$ cat src/rtl/memxfer_pkg.sv
package memxfer_pkg;

  localparam int DEV_W = 7;

  typedef enum logic [1:0] {
    ENG_START = 2'd0,
    ENG_STOP  = 2'd1,
    ENG_WRITE = 2'd2,
    ENG_READ  = 2'd3
  } eng_op_e;

  typedef enum logic [3:0] {
    ST_IDLE,
    ST_START1,
    ST_DEVW,
    ST_ADDR,
    ST_STOPM,
    ST_START2,
    ST_DEVR,
    ST_WWAIT,
    ST_WDATA,
    ST_RDATA,
    ST_RPUSH,
    ST_STOPF,
    ST_DONE
  } seq_state_e;

endpackage

$ cat src/rtl/memxfer_devfold.sv
module memxfer_devfold
  import memxfer_pkg::*;
#(
  parameter int ADDR_BYTES = 4,
  parameter int ALEN_W     = 3
) (
  input  logic                    clk,
  input  logic                    rst,
  input  logic [DEV_W-1:0]        dev,
  input  logic [8*ADDR_BYTES-1:0] addr,
  input  logic [ALEN_W-1:0]       alen,
  input  logic                    en,
  input  logic [DEV_W-1:0]        mask,
  output logic [DEV_W-1:0]        dev_out
);

  localparam int AW = 8 * ADDR_BYTES;

  logic [AW-1:0] upper;

  // bits above the address length; a length of ADDR_BYTES or more leaves none
  always_comb begin
    upper = '0;
    for (int k = 0; k < ADDR_BYTES; k++) begin
      if (alen == ALEN_W'(k)) upper = addr >> (8 * k);
    end
  end

  assign dev_out = en ? (dev | (upper[DEV_W-1:0] & mask)) : dev;

  // folding may only set bits that the mask allows
  p_fold_bits_r10: assert property (@(posedge clk) disable iff (rst)
    ((dev_out & ~(dev | mask)) == '0));

endmodule

$ cat src/rtl/memxfer_bytesel.sv
module memxfer_bytesel #(
  parameter int ADDR_BYTES = 4,
  parameter int ALEN_W     = 3
) (
  input  logic [8*ADDR_BYTES-1:0] addr,
  input  logic [ALEN_W-1:0]       idx,
  output logic [7:0]              sel
);

  logic [7:0] lane [ADDR_BYTES];

  for (genvar g = 0; g < ADDR_BYTES; g++) begin : g_lane
    assign lane[g] = addr[8*g +: 8];
  end

  always_comb begin
    sel = '0;
    for (int k = 0; k < ADDR_BYTES; k++) begin
      if (idx == ALEN_W'(k)) sel = lane[k];
    end
  end

endmodule

$ cat src/rtl/memxfer_ctrl.sv
module memxfer_ctrl
  import memxfer_pkg::*;
#(
  parameter int ADDR_BYTES = 4,
  parameter int ALEN_W     = 3,
  parameter int CNT_W      = 16
) (
  input  logic                    clk,
  input  logic                    rst,
  input  logic                    req_valid,
  output logic                    req_ready,
  input  logic [1:0]              req_op,
  input  logic [8*ADDR_BYTES-1:0] req_addr,
  input  logic [ALEN_W-1:0]       req_alen,
  input  logic [CNT_W-1:0]        req_count,
  input  logic [DEV_W-1:0]        dev_eff,
  output logic [8*ADDR_BYTES-1:0] addr_q,
  output logic [ALEN_W-1:0]       idx_q,
  input  logic [7:0]              addr_byte,
  input  logic                    wr_valid,
  output logic                    wr_ready,
  input  logic [7:0]              wr_data,
  output logic                    rd_valid,
  input  logic                    rd_ready,
  output logic [7:0]              rd_data,
  output logic                    eng_cmd_valid,
  input  logic                    eng_cmd_ready,
  output logic [1:0]              eng_cmd_op,
  output logic [7:0]              eng_cmd_byte,
  output logic                    eng_cmd_nack,
  input  logic                    eng_done,
  input  logic [7:0]              eng_rx_byte,
  input  logic                    eng_rx_nack,
  output logic                    resp_valid,
  output logic                    resp_err,
  output logic [CNT_W-1:0]        resp_fails
);

  localparam logic [ALEN_W-1:0] ALEN_MAX = ALEN_W'(ADDR_BYTES);
  localparam logic [CNT_W-1:0]  CNT_ONE  = CNT_W'(1);

  seq_state_e        state_q;
  logic              cmd_valid_q;
  logic              is_read_q, is_write_q, alen_nz_q;
  logic [DEV_W-1:0]  dev_q;
  logic [CNT_W-1:0]  cnt_q, cnt_init_q, fail_q;
  logic [7:0]        wbyte_q, rd_data_q;
  logic              rd_valid_q, err_q;
  logic [ALEN_W-1:0] alen_c;
  logic              fin;
  eng_op_e           cmd_op;

  assign alen_c = (req_alen > ALEN_MAX) ? ALEN_MAX : req_alen;
  assign fin    = eng_done && !cmd_valid_q;

  always_ff @(posedge clk) begin
    if (rst) begin
      state_q     <= ST_IDLE;
      cmd_valid_q <= 1'b0;
      is_read_q   <= 1'b0;
      is_write_q  <= 1'b0;
      alen_nz_q   <= 1'b0;
      dev_q       <= '0;
      addr_q      <= '0;
      idx_q       <= '0;
      cnt_q       <= '0;
      cnt_init_q  <= '0;
      fail_q      <= '0;
      wbyte_q     <= '0;
      rd_data_q   <= '0;
      rd_valid_q  <= 1'b0;
      err_q       <= 1'b0;
    end else begin
      if (cmd_valid_q && eng_cmd_ready) cmd_valid_q <= 1'b0;
      case (state_q)
        ST_IDLE: if (req_valid) begin
          is_read_q   <= req_op[1];
          is_write_q  <= !req_op[1] && req_op[0];
          alen_nz_q   <= (alen_c != '0);
          idx_q       <= alen_c - ALEN_W'(1);
          dev_q       <= dev_eff;
          addr_q      <= req_addr;
          cnt_q       <= req_count;
          cnt_init_q  <= req_count;
          fail_q      <= '0;
          err_q       <= 1'b0;
          state_q     <= ST_START1;
          cmd_valid_q <= 1'b1;
        end
        ST_START1: if (fin) begin
          cmd_valid_q <= 1'b1;
          state_q     <= (is_read_q && !alen_nz_q) ? ST_DEVR : ST_DEVW;
        end
        ST_DEVW: if (fin) begin
          cmd_valid_q <= 1'b1;
          if (eng_rx_nack) begin
            err_q   <= 1'b1;
            state_q <= ST_STOPF;
          end else if (!is_read_q && !is_write_q) begin
            state_q <= ST_STOPF;
          end else if (alen_nz_q) begin
            state_q <= ST_ADDR;
          end else if (cnt_q == '0) begin
            state_q <= ST_STOPF;
          end else begin
            cmd_valid_q <= 1'b0;
            state_q     <= ST_WWAIT;
          end
        end
        ST_ADDR: if (fin) begin
          if (eng_rx_nack) begin
            err_q   <= 1'b1;
            state_q <= ST_DONE;
          end else if (idx_q != '0) begin
            idx_q       <= idx_q - ALEN_W'(1);
            cmd_valid_q <= 1'b1;
          end else if (is_read_q) begin
            cmd_valid_q <= 1'b1;
            state_q     <= ST_STOPM;
          end else if (cnt_q == '0) begin
            cmd_valid_q <= 1'b1;
            state_q     <= ST_STOPF;
          end else begin
            state_q <= ST_WWAIT;
          end
        end
        ST_WWAIT: if (wr_valid) begin
          wbyte_q     <= wr_data;
          cmd_valid_q <= 1'b1;
          state_q     <= ST_WDATA;
        end
        ST_WDATA: if (fin) begin
          if (eng_rx_nack) fail_q <= fail_q + CNT_W'(1);
          cnt_q <= cnt_q - CNT_W'(1);
          if (cnt_q == CNT_ONE) begin
            cmd_valid_q <= 1'b1;
            state_q     <= ST_STOPF;
          end else begin
            state_q <= ST_WWAIT;
          end
        end
        ST_STOPM: if (fin) begin
          cmd_valid_q <= 1'b1;
          state_q     <= ST_START2;
        end
        ST_START2: if (fin) begin
          cmd_valid_q <= 1'b1;
          state_q     <= ST_DEVR;
        end
        ST_DEVR: if (fin) begin
          cmd_valid_q <= 1'b1;
          state_q     <= (cnt_q == '0) ? ST_STOPF : ST_RDATA;
        end
        ST_RDATA: if (fin) begin
          rd_data_q  <= eng_rx_byte;
          rd_valid_q <= 1'b1;
          state_q    <= ST_RPUSH;
        end
        ST_RPUSH: if (rd_ready) begin
          rd_valid_q  <= 1'b0;
          cnt_q       <= cnt_q - CNT_W'(1);
          cmd_valid_q <= 1'b1;
          state_q     <= (cnt_q == CNT_ONE) ? ST_STOPF : ST_RDATA;
        end
        ST_STOPF: if (fin) state_q <= ST_DONE;
        ST_DONE:  state_q <= ST_IDLE;
        default:  state_q <= ST_IDLE;
      endcase
    end
  end

  // command fields follow the state register
  always_comb begin
    cmd_op       = ENG_START;
    eng_cmd_byte = '0;
    eng_cmd_nack = 1'b0;
    case (state_q)
      ST_STOPM, ST_STOPF: cmd_op = ENG_STOP;
      ST_DEVW: begin cmd_op = ENG_WRITE; eng_cmd_byte = {dev_q, 1'b0}; end
      ST_DEVR: begin cmd_op = ENG_WRITE; eng_cmd_byte = {dev_q, 1'b1}; end
      ST_ADDR: begin cmd_op = ENG_WRITE; eng_cmd_byte = addr_byte; end
      ST_WDATA: begin cmd_op = ENG_WRITE; eng_cmd_byte = wbyte_q; end
      ST_RDATA: begin cmd_op = ENG_READ; eng_cmd_nack = (cnt_q == CNT_ONE); end
      default: cmd_op = ENG_START;
    endcase
  end

  assign eng_cmd_op    = cmd_op;
  assign eng_cmd_valid = cmd_valid_q;
  assign req_ready     = (state_q == ST_IDLE);
  assign wr_ready      = (state_q == ST_WWAIT);
  assign rd_valid      = rd_valid_q;
  assign rd_data       = rd_data_q;
  assign resp_valid    = (state_q == ST_DONE);
  assign resp_err      = err_q;
  assign resp_fails    = fail_q;

  // an offered command holds still until taken
  p_cmd_hold_r12: assert property (@(posedge clk) disable iff (rst)
    (eng_cmd_valid && !eng_cmd_ready) |=>
      (eng_cmd_valid && $stable(eng_cmd_op) && $stable(eng_cmd_byte)));

  // an offered read byte holds still until taken
  p_rd_hold_r6: assert property (@(posedge clk) disable iff (rst)
    (rd_valid && !rd_ready) |=> (rd_valid && $stable(rd_data)));

  // refused device address leads straight to a STOP
  p_dev_nack_stop_r7: assert property (@(posedge clk) disable iff (rst)
    (state_q == ST_DEVW && fin && eng_rx_nack) |=>
      (eng_cmd_valid && eng_cmd_op == ENG_STOP));

  // refused address byte ends the transaction with no command offered
  p_addr_nack_end_r8: assert property (@(posedge clk) disable iff (rst)
    (state_q == ST_ADDR && fin && eng_rx_nack) |=>
      (resp_valid && resp_err && !eng_cmd_valid));

  // refusals never exceed the captured byte count
  p_fail_bound_r9: assert property (@(posedge clk) disable iff (rst)
    resp_valid |-> (resp_fails <= cnt_init_q));

endmodule

$ cat src/rtl/memxfer_seq.sv
module memxfer_seq
  import memxfer_pkg::*;
#(
  parameter int ADDR_BYTES = 4,
  parameter int ALEN_W     = 3,
  parameter int CNT_W      = 16
) (
  input  logic                    clk,
  input  logic                    rst,
  input  logic                    req_valid,
  output logic                    req_ready,
  input  logic [1:0]              req_op,
  input  logic [6:0]              req_dev,
  input  logic [8*ADDR_BYTES-1:0] req_addr,
  input  logic [ALEN_W-1:0]       req_alen,
  input  logic [CNT_W-1:0]        req_count,
  input  logic                    req_fold_en,
  input  logic [6:0]              req_fold_mask,
  input  logic                    wr_valid,
  output logic                    wr_ready,
  input  logic [7:0]              wr_data,
  output logic                    rd_valid,
  input  logic                    rd_ready,
  output logic [7:0]              rd_data,
  output logic                    eng_cmd_valid,
  input  logic                    eng_cmd_ready,
  output logic [1:0]              eng_cmd_op,
  output logic [7:0]              eng_cmd_byte,
  output logic                    eng_cmd_nack,
  input  logic                    eng_done,
  input  logic [7:0]              eng_rx_byte,
  input  logic                    eng_rx_nack,
  output logic                    resp_valid,
  output logic                    resp_err,
  output logic [CNT_W-1:0]        resp_fails
);

  logic [DEV_W-1:0]        dev_eff;
  logic [8*ADDR_BYTES-1:0] addr_q;
  logic [ALEN_W-1:0]       idx_q;
  logic [7:0]              addr_byte;

  memxfer_devfold #(.ADDR_BYTES(ADDR_BYTES), .ALEN_W(ALEN_W)) u_fold (
    .clk(clk), .rst(rst), .dev(req_dev), .addr(req_addr), .alen(req_alen),
    .en(req_fold_en), .mask(req_fold_mask), .dev_out(dev_eff)
  );

  memxfer_bytesel #(.ADDR_BYTES(ADDR_BYTES), .ALEN_W(ALEN_W)) u_sel (
    .addr(addr_q), .idx(idx_q), .sel(addr_byte)
  );

  memxfer_ctrl #(.ADDR_BYTES(ADDR_BYTES), .ALEN_W(ALEN_W), .CNT_W(CNT_W)) u_ctrl (
    .clk(clk), .rst(rst),
    .req_valid(req_valid), .req_ready(req_ready), .req_op(req_op),
    .req_addr(req_addr), .req_alen(req_alen), .req_count(req_count),
    .dev_eff(dev_eff), .addr_q(addr_q), .idx_q(idx_q), .addr_byte(addr_byte),
    .wr_valid(wr_valid), .wr_ready(wr_ready), .wr_data(wr_data),
    .rd_valid(rd_valid), .rd_ready(rd_ready), .rd_data(rd_data),
    .eng_cmd_valid(eng_cmd_valid), .eng_cmd_ready(eng_cmd_ready),
    .eng_cmd_op(eng_cmd_op), .eng_cmd_byte(eng_cmd_byte), .eng_cmd_nack(eng_cmd_nack),
    .eng_done(eng_done), .eng_rx_byte(eng_rx_byte), .eng_rx_nack(eng_rx_nack),
    .resp_valid(resp_valid), .resp_err(resp_err), .resp_fails(resp_fails)
  );

endmodule

$ cat config.mk
export PLATFORM = sky130hd
export DESIGN_NAME = memxfer_seq
export DESIGN_NICKNAME = d
export VERILOG_FILES = /design/src/rtl/memxfer_pkg.sv /design/src/rtl/memxfer_devfold.sv /design/src/rtl/memxfer_bytesel.sv /design/src/rtl/memxfer_ctrl.sv /design/src/rtl/memxfer_seq.sv
export SDC_FILE = /design/constraint.sdc
export NUM_CORES = 1
export LEC_CHECK = 0
export ABC_AREA = 1
export BUFFER_PORTS_ARGS = -buffer_cell sky130_fd_sc_hd__buf_2
export CORE_UTILIZATION = 59
export DETAILED_ROUTE_END_ITERATION = 16
export PLACE_DENSITY_LB_ADDON = 0.15
export SKIP_CTS_REPAIR_TIMING = 1
export SYNTH_ARGS = -nofsm -noshare
export SYNTH_HDL_FRONTEND = slang
export SYNTH_HIERARCHICAL = 1
export SYNTH_SLANG_ARGS = --single-unit
$ cat constraint.sdc
create_clock -name clk -period 3 [get_ports clk]
set_input_delay 0 -clock clk [delete_from_list [all_inputs] [get_ports clk]]
set_output_delay 0 -clock clk [all_outputs]
set_load 0.01 [all_outputs]
==> impl_metrics.json, run 1 <==
{
  "ant_nets": 0,
  "p_leak_nw": 3.39,
  "final_hold_viol_count": 4,
  "tightestPinTransition_ns": 0.837,
  "cts_max_path_buffers": 2,
  "port_buffers": 132,
  "insertedDiodeCount": 0,
  "reg2regPathDepth": 9,
  "setup_viol": 0,
  "fmax_mhz": 420,
  "synth-main-ff-cell": "dfxtp_1",
  "ir_drop_mv": 0.405,
  "p_sw_frac": 0.489,
  "initial_core_util": 0.610,
  "antenna_found_initial": 0,
  "grt-ovfl-total": 0,
  "drtIter0Drc": 587,
  "nets": 1175,
  "cp.required_ns": 3.29,
  "std_cell_rows": 36,
  "hpwl_microns": 12600,
  "hp-start": "req_dev[1]",
  "holdPathEnd": "u_ctrl/dev_q[1]",
  "power.density_nw_per_um2": 787,
  "r2r_slack_ns": 0.62,
  "end_kind": "register",
  "clkPwrFrac": 0.150,
  "synth_nets": 1009,
  "seqPwrFrac": 0.350,
  "post_drt_wl_per_cell_microns": 15.3,
  "final_util": 0.753,
  "die_area_sq_um": 10500,
  "tritoncts": "built",
  "netlist.area_leader.share": 0.336,
  "slew_viol_final": 0,
  "die_h_microns": 103,
  "async_reset_ff_frac": 0,
  "critPathMaxFanout": 35,
  "yosys.area.top_type": "dfxtp_1",
  "grt_pass1_wl_microns": 26900,
  "vias": 6846,
  "violations": "hold timing",
  "p_switching_w": 0.00283,
  "synth_cells": 912,
  "startpoint": "u_ctrl/state_q[0]",
  "gp_congestion": 0.939,
  "start_kind": "register",
  "htreeDepth": 3,
  "grt_pass1_vias": 5691,
  "maxSlewHeadroom": 0.442,
  "cts-root-buf": "clkbuf_8",
  "r2r-end": "u_ctrl/is_write_q",
  "fin_crit_ns": 2.38,
  "r2r-start": "u_ctrl/state_q[0]",
  "skew_ns": 0.0146,
  "seq_area_frac_synth": 0.336,
  "arrival_ns": 2.67,
  "clk_latency_ns": 0.40,
  "path_buf_inv": 3,
  "crit_slowest_cell": "dlygate4sd3_1",
  "rsz0062_at_grt": "no",
  "post-route-period-util": 0.793,
  "path_clk_slew_ns": 0.11,
  "final_cell_mix": "187 x nand2_1, 149 x nor2_1, 132 x buf_2, 100 x dfxtp_1, 84 x inv_1",
  "whs_ns": -0.0239,
  "tns_ns": 0,
  "worst_path_dominant_cell_family": "buffers and inverters",
  "syn_area_sq_um": 5960,
  "p_int_w": 0.00296,
  "max_cap_viol_count": 0,
  "cts_buffers": 9,
  "core_sq_um": 9770,
  "pwr-share-comb": 0.500,
  "synth_edf_count": 0,
  "hp-class": "in2reg",
  "ios": 133,
  "layout_commonest_cell": "nand2_1",
  "holdPathStages": 5,
  "wirelength_microns": 18600,
  "drc": 0,
  "drt-pass1-iter-count": 5,
  "avgSynthCellArea_sq_um": 6.54,
  "clkSinkCount": 100,
  "viasPerCell": 5.63,
  "grt_start_max_net_pins": 43,
  "yosys-top-cells-area": "dfxtp_1 34%, nand2_1 12%, nor2_1 9.4%",
  "drive_gt1_frac": 0.186,
  "outcome": "complete, but fails checks",
  "slowest_delay_ns": 0.54,
  "die_x_microns": 103,
  "synth_cell_type_count": 41,
  "yosys_warnings": 6,
  "crit_type": "reg2reg",
  "path_cells": "nor2_2 -> nand2_4 -> nor2_4 -> inv_2 -> buf_4 -> nor2_1 -> nand2_1 -> dlygate4sd3_1 -> a21oi_1",
  "grt.total_usage": 0.333,
  "ys_seq_elements": 100,
  "syn_to_final_growth_pct": 23.4
}
state kept, by name (all words and copies together), names as in the netlist, 3 cells and up:
signal / flops
u_ctrl/idx_q: 3
u_ctrl/dev_q: 7
u_ctrl/rd_data: 8
u_ctrl/resp_fails: 16
u_ctrl/addr_q: 32
u_ctrl/state_q: 4
u_ctrl/cnt_q: 16
u_ctrl/wbyte_q: 8
power by group through the flow:
| stage | Sequential [W] | Clock (W) | Combinational, W |
|---|---|---|---|
| 2_1_floorplan | 0.00193 | 0 | 0.00230 |
| 3_3_place_gp | 0.00204 | 0 | 0.00274 |
| 3_5_place_dp | 0.00204 | 0 | 0.00275 |
| 4_1_cts | 0.00202 | 0.000878 | 0.00277 |
| 5_1_grt | 0.00208 | 0.000923 | 0.00321 |
| 6_report | 0.00203 | 0.000866 | 0.00290 |
cells in the mapped netlist (4+ instances only):
master	instances
a31oi_1	5
buf_6	10
dfxtp_1	100
nor2_2	5
clkbuf_1	17
or2_2	4
xnor2_1	6
nand4_1	48
a21oi_1	60
inv_2	12
o21ai_0	74
nand3_2	4
nand2_1	187
o211ai_1	8
o21ai_1	4
nand2_4	4
ha_1	5
o221ai_1	7
nand3_1	59
inv_1	84
nor3_1	9
buf_2	10
nor2_1	149
nor2_4	8
tightest hold or removal path: cells and delay by family:
kind,cells,cell delay [ns]
AND/OR/NAND/NOR,1,0.05
buffers and inverters,2,0.11
AO/OA/AOI/OAI,2,0.19
logic make-up (layout without fill, tap and decap cells):
group,after synthesis,after routing,share of synthesized area
AND/OR/NAND/NOR,488,488,0.377
AO/OA/AOI/OAI,172,172,0.160
buffers and inverters,138,309,0.103
flip-flops,100,100,0.336
XOR/XNOR,9,9,0.0132
adder cells (fa/ha/maj),5,5,0.0105
area by class of cell:
| type | instances | area (sq um) |
|---|---|---|
| Sequential cell | 100 | 2000 |
| Tap cell | 133 | 166 |
| Clock inverter | 7 | 62.6 |
| Multi-Input combinational cell | 674 | 3340 |
| Fill cell | 802 | 2420 |
| Clock buffer | 9 | 124 |
| Inverter | 96 | 360 |
| Timing Repair Buffer | 197 | 1300 |
metal layers:
layer	wire, microns	share of wire	vias to the layer above	track usage
met4	643	0.035	0	0.143
li1	-	-	3346	-
met1	7870	0.42	3057	0.439
met5	0	0	-	0
met2	8550	0.46	379	0.524
met3	1550	0.083	64	0.0739
worst max-delay path by stage:
stage	end	slack (ns)	cells past startpoint
final	u_ctrl/is_write_q	0.62	9
after global routing	u_ctrl/is_write_q	0.47	9
after CTS	eng_cmd_byte[0]	0.83	5
after detailed placement	u_ctrl/state_q[0]	1.03	11
after global placement	u_ctrl/state_q[2]	0.95	11
after floorplan	u_ctrl/idx_q[2]	1.51	10
per-stage QoR:
stage	setup slack, ns	hold slack [ns]	cells	cell area (sq um)	power (W)
after CTS	0.832	-0.182	1156	6760	0.00566
after global placement	0.951	0.235	1140	6570	0.00478
after detailed placement	1.03	0.239	1140	6570	0.00479
after floorplan	1.51	0.135	912	5960	0.00423
final	0.622	-0.0239	1216	7360	0.00579
after global routing	0.467	0.0120	1216	7360	0.00621
(Power assumes the default switching activity.)
==> run 2, diff against run 1 <==
--- a/config.mk
+++ b/config.mk
@@ -7,7 +7,7 @@
 export LEC_CHECK = 0
 export ABC_AREA = 1
 export BUFFER_PORTS_ARGS = -buffer_cell sky130_fd_sc_hd__buf_2
-export CORE_UTILIZATION = 59
+export CORE_UTILIZATION = 55
 export DETAILED_ROUTE_END_ITERATION = 16
 export PLACE_DENSITY_LB_ADDON = 0.15
 export SKIP_CTS_REPAIR_TIMING = 1
==> constraint.sdc (replaced) <==
create_clock -name clk -period 2.4 [get_ports clk]
set_input_delay 0 -clock clk [delete_from_list [all_inputs] [get_ports clk]]
set_output_delay 0 -clock clk [all_outputs]
set_load 0.01 [all_outputs]
==> run 2 against run 1 <==
Against the previous run:
- the flow still finishes with violations (hold timing)
- sequential share of layout area about the same
- largest cell class unchanged
- critical path type is now reg2out
- core utilization down 4.7 points
- via count down 0.38%
- die area up 7.1%
==> impl_metrics.json, run 2 (synthesized netlist as in run 1, its figures left out) <==
{
  "nFillCells": 946,
  "slew_viol_final": 0,
  "die_h_microns": 106,
  "holdPathEnd": "u_ctrl/cnt_q[5]",
  "holdPathStages": 5,
  "fin_crit_ns": 2.18,
  "ir_drop_mv": 0.625,
  "tightestPinTransition_ns": 0.636,
  "skew_ns": 0.00959,
  "p_leak_nw": 3.39,
  "path_cells": "nand2_1 -> inv_1 -> nand2_1 -> inv_1 -> nand2_1 -> o221ai_1 -> buf_2",
  "clk_latency_ns": 0.37,
  "tns_ns": 0,
  "drc": 0,
  "antenna_found_initial": 0,
  "crit_slowest_cell": "dfxtp_1",
  "ant_nets": 0,
  "layout_commonest_cell": "nand2_1",
  "fmax_mhz": 458,
  "r2r-start": "u_ctrl/state_q[0]",
  "cpMostUsedCell": "nand2_1",
  "slowest_delay_ns": 0.53,
  "wl_met2_microns": 8710,
  "layout.cells.non_filler": 1218,
  "largest_registers": "u_ctrl/addr_q: 32 flops, u_ctrl/cnt_q: 16 flops, u_ctrl/resp_fails: 16 flops",
  "cp.required_ns": 2.40,
  "die_area_sq_um": 11300,
  "rsz0062_at_grt": "no",
  "dp_slack_ns": 0.356,
  "dp_cells": 1147,
  "clkSinkCount": 100,
  "final_hold_viol_count": 4,
  "die_x_microns": 106,
  "whs_ns": -0.0207,
  "grt-ovfl-total": 0,
  "max_cap_viol_count": 0,
  "post_drt_wl_per_cell_microns": 15.2,
  "viasPerCell": 5.60,
  "outcome": "complete, but fails checks",
  "start_kind": "register",
  "grt_pass1_wl_microns": 28100,
  "hp-class": "in2reg",
  "end_kind": "output pin",
  "post-route-period-util": 0.909,
  "crit_type": "reg2out",
  "critPathMaxFanout": 11,
  "m1WireLength_microns": 8020,
  "htreeDepth": 3,
  "grt_pass1_vias": 5796,
  "drtIter0Drc": 664,
  "setup_viol": 0,
  "gp_congestion": 0.928,
  "path_clk_slew_ns": 0.09,
  "nets": 1175,
  "drive_gt1_frac": 0.189,
  "violations": "hold timing",
  "hp-start": "req_count[5]",
  "grt.total_usage": 0.314,
  "top_register": "u_ctrl/addr_q",
  "initial_core_util": 0.572,
  "std_cell_rows": 37,
  "tritoncts": "built",
  "drt-pass1-iter-count": 5,
  "highest_layer": "met4",
  "final_cell_mix": "187 x nand2_1, 149 x nor2_1, 132 x buf_2, 99 x dfxtp_1, 84 x inv_1",
  "r2r-end": "u_ctrl/state_q[2]",
  "cts-root-buf": "clkbuf_8",
  "port_buffers": 132,
  "power.density_nw_per_um2": 987,
  "vias": 6820,
  "setup_slack_ns": 0.218,
  "largest_register_ffs": 32,
  "total_power_w": 0.00726,
  "wirelength_microns": 18500,
  "maxSlewHeadroom": 0.575,
  "arrival_ns": 2.18,
  "cts_max_path_buffers": 2,
  "reg2regPathDepth": 11,
  "grt_start_max_net_pins": 47,
  "syn_to_final_growth_pct": 23.4,
  "cts_buffers": 9,
  "insertedDiodeCount": 0,
  "r2r_slack_ns": 0.29,
  "core_sq_um": 10400,
  "ios": 133,
  "hpwl_microns": 12900,
  "dr_wl_met3_microns": 1420
}
-- run 2: cell types whose count changed in the layout (fill, tap and decap cells not counted), sizes merged --
| cell | change |
|---|---|
| dlygate4sd3 | -4 |
| clkinv | +2 |
| inv | -5 |
| buf | +4 |
| clkinvlp | +1 |
| bufinv | +1 |
-- run 2: layout make-up --
cell class              instances  area, sq um  area share
inverters                      96          360      0.0490
well taps                     136          170      0.0231
clock buffers                   9          124      0.0168
flip-flops and latches        100         2000       0.272
clock inverters                 6         65.1     0.00885
multi-input cells             674         3340       0.454
repair buffers                197         1290       0.175
-- run 2: how the worst max path moves through the flow --
stage	startpoint	end	slack, ns	cells after the start
floorplan	u_ctrl/state_q[1]	u_ctrl/idx_q[2]	0.91	10
global placement	u_ctrl/state_q[0]	u_ctrl/state_q[3]	0.31	11
detailed placement	u_ctrl/state_q[0]	u_ctrl/state_q[2]	0.36	11
CTS	u_ctrl/idx_q[1]	eng_cmd_byte[0]	0.18	5
global route	u_ctrl/state_q[1]	u_ctrl/state_q[0]	0.06	11
finish	u_ctrl/state_q[0]	eng_cmd_byte[7]	0.22	7
-- run 2: routing by layer --
layer	vias to the layer above	track usage
met5	-	0
met1	3107	0.424
li1	3343	-
met2	334	0.516
met3	36	0.0552
met4	0	0.0804
-- run 2: metrics by stage --
| step | area, sq um | utilization |
|---|---|---|
| floorplan | 5960 | - |
| global placement | 6600 | 0.634 |
| detailed placement | 6600 | 0.634 |
| CTS | 6790 | 0.652 |
| global route | 7350 | 0.706 |
| finish | 7350 | 0.706 |
-- run 2: critical path, delay by kind of cell, from the launching register on --
family	cells	cell delay [ns]
flops	1	0.53
simple gates	3	0.47
buf+inv	3	0.67
compound gates	1	0.14
-- run 2: power by group --
part | internal [W] | leakage [nW] | switching, W
Combinational | 0.00119 | 2.48 | 0.00243
Clock | 0.000478 | 0.0955 | 0.000589
Sequential | 0.00213 | 0.820 | 0.000439
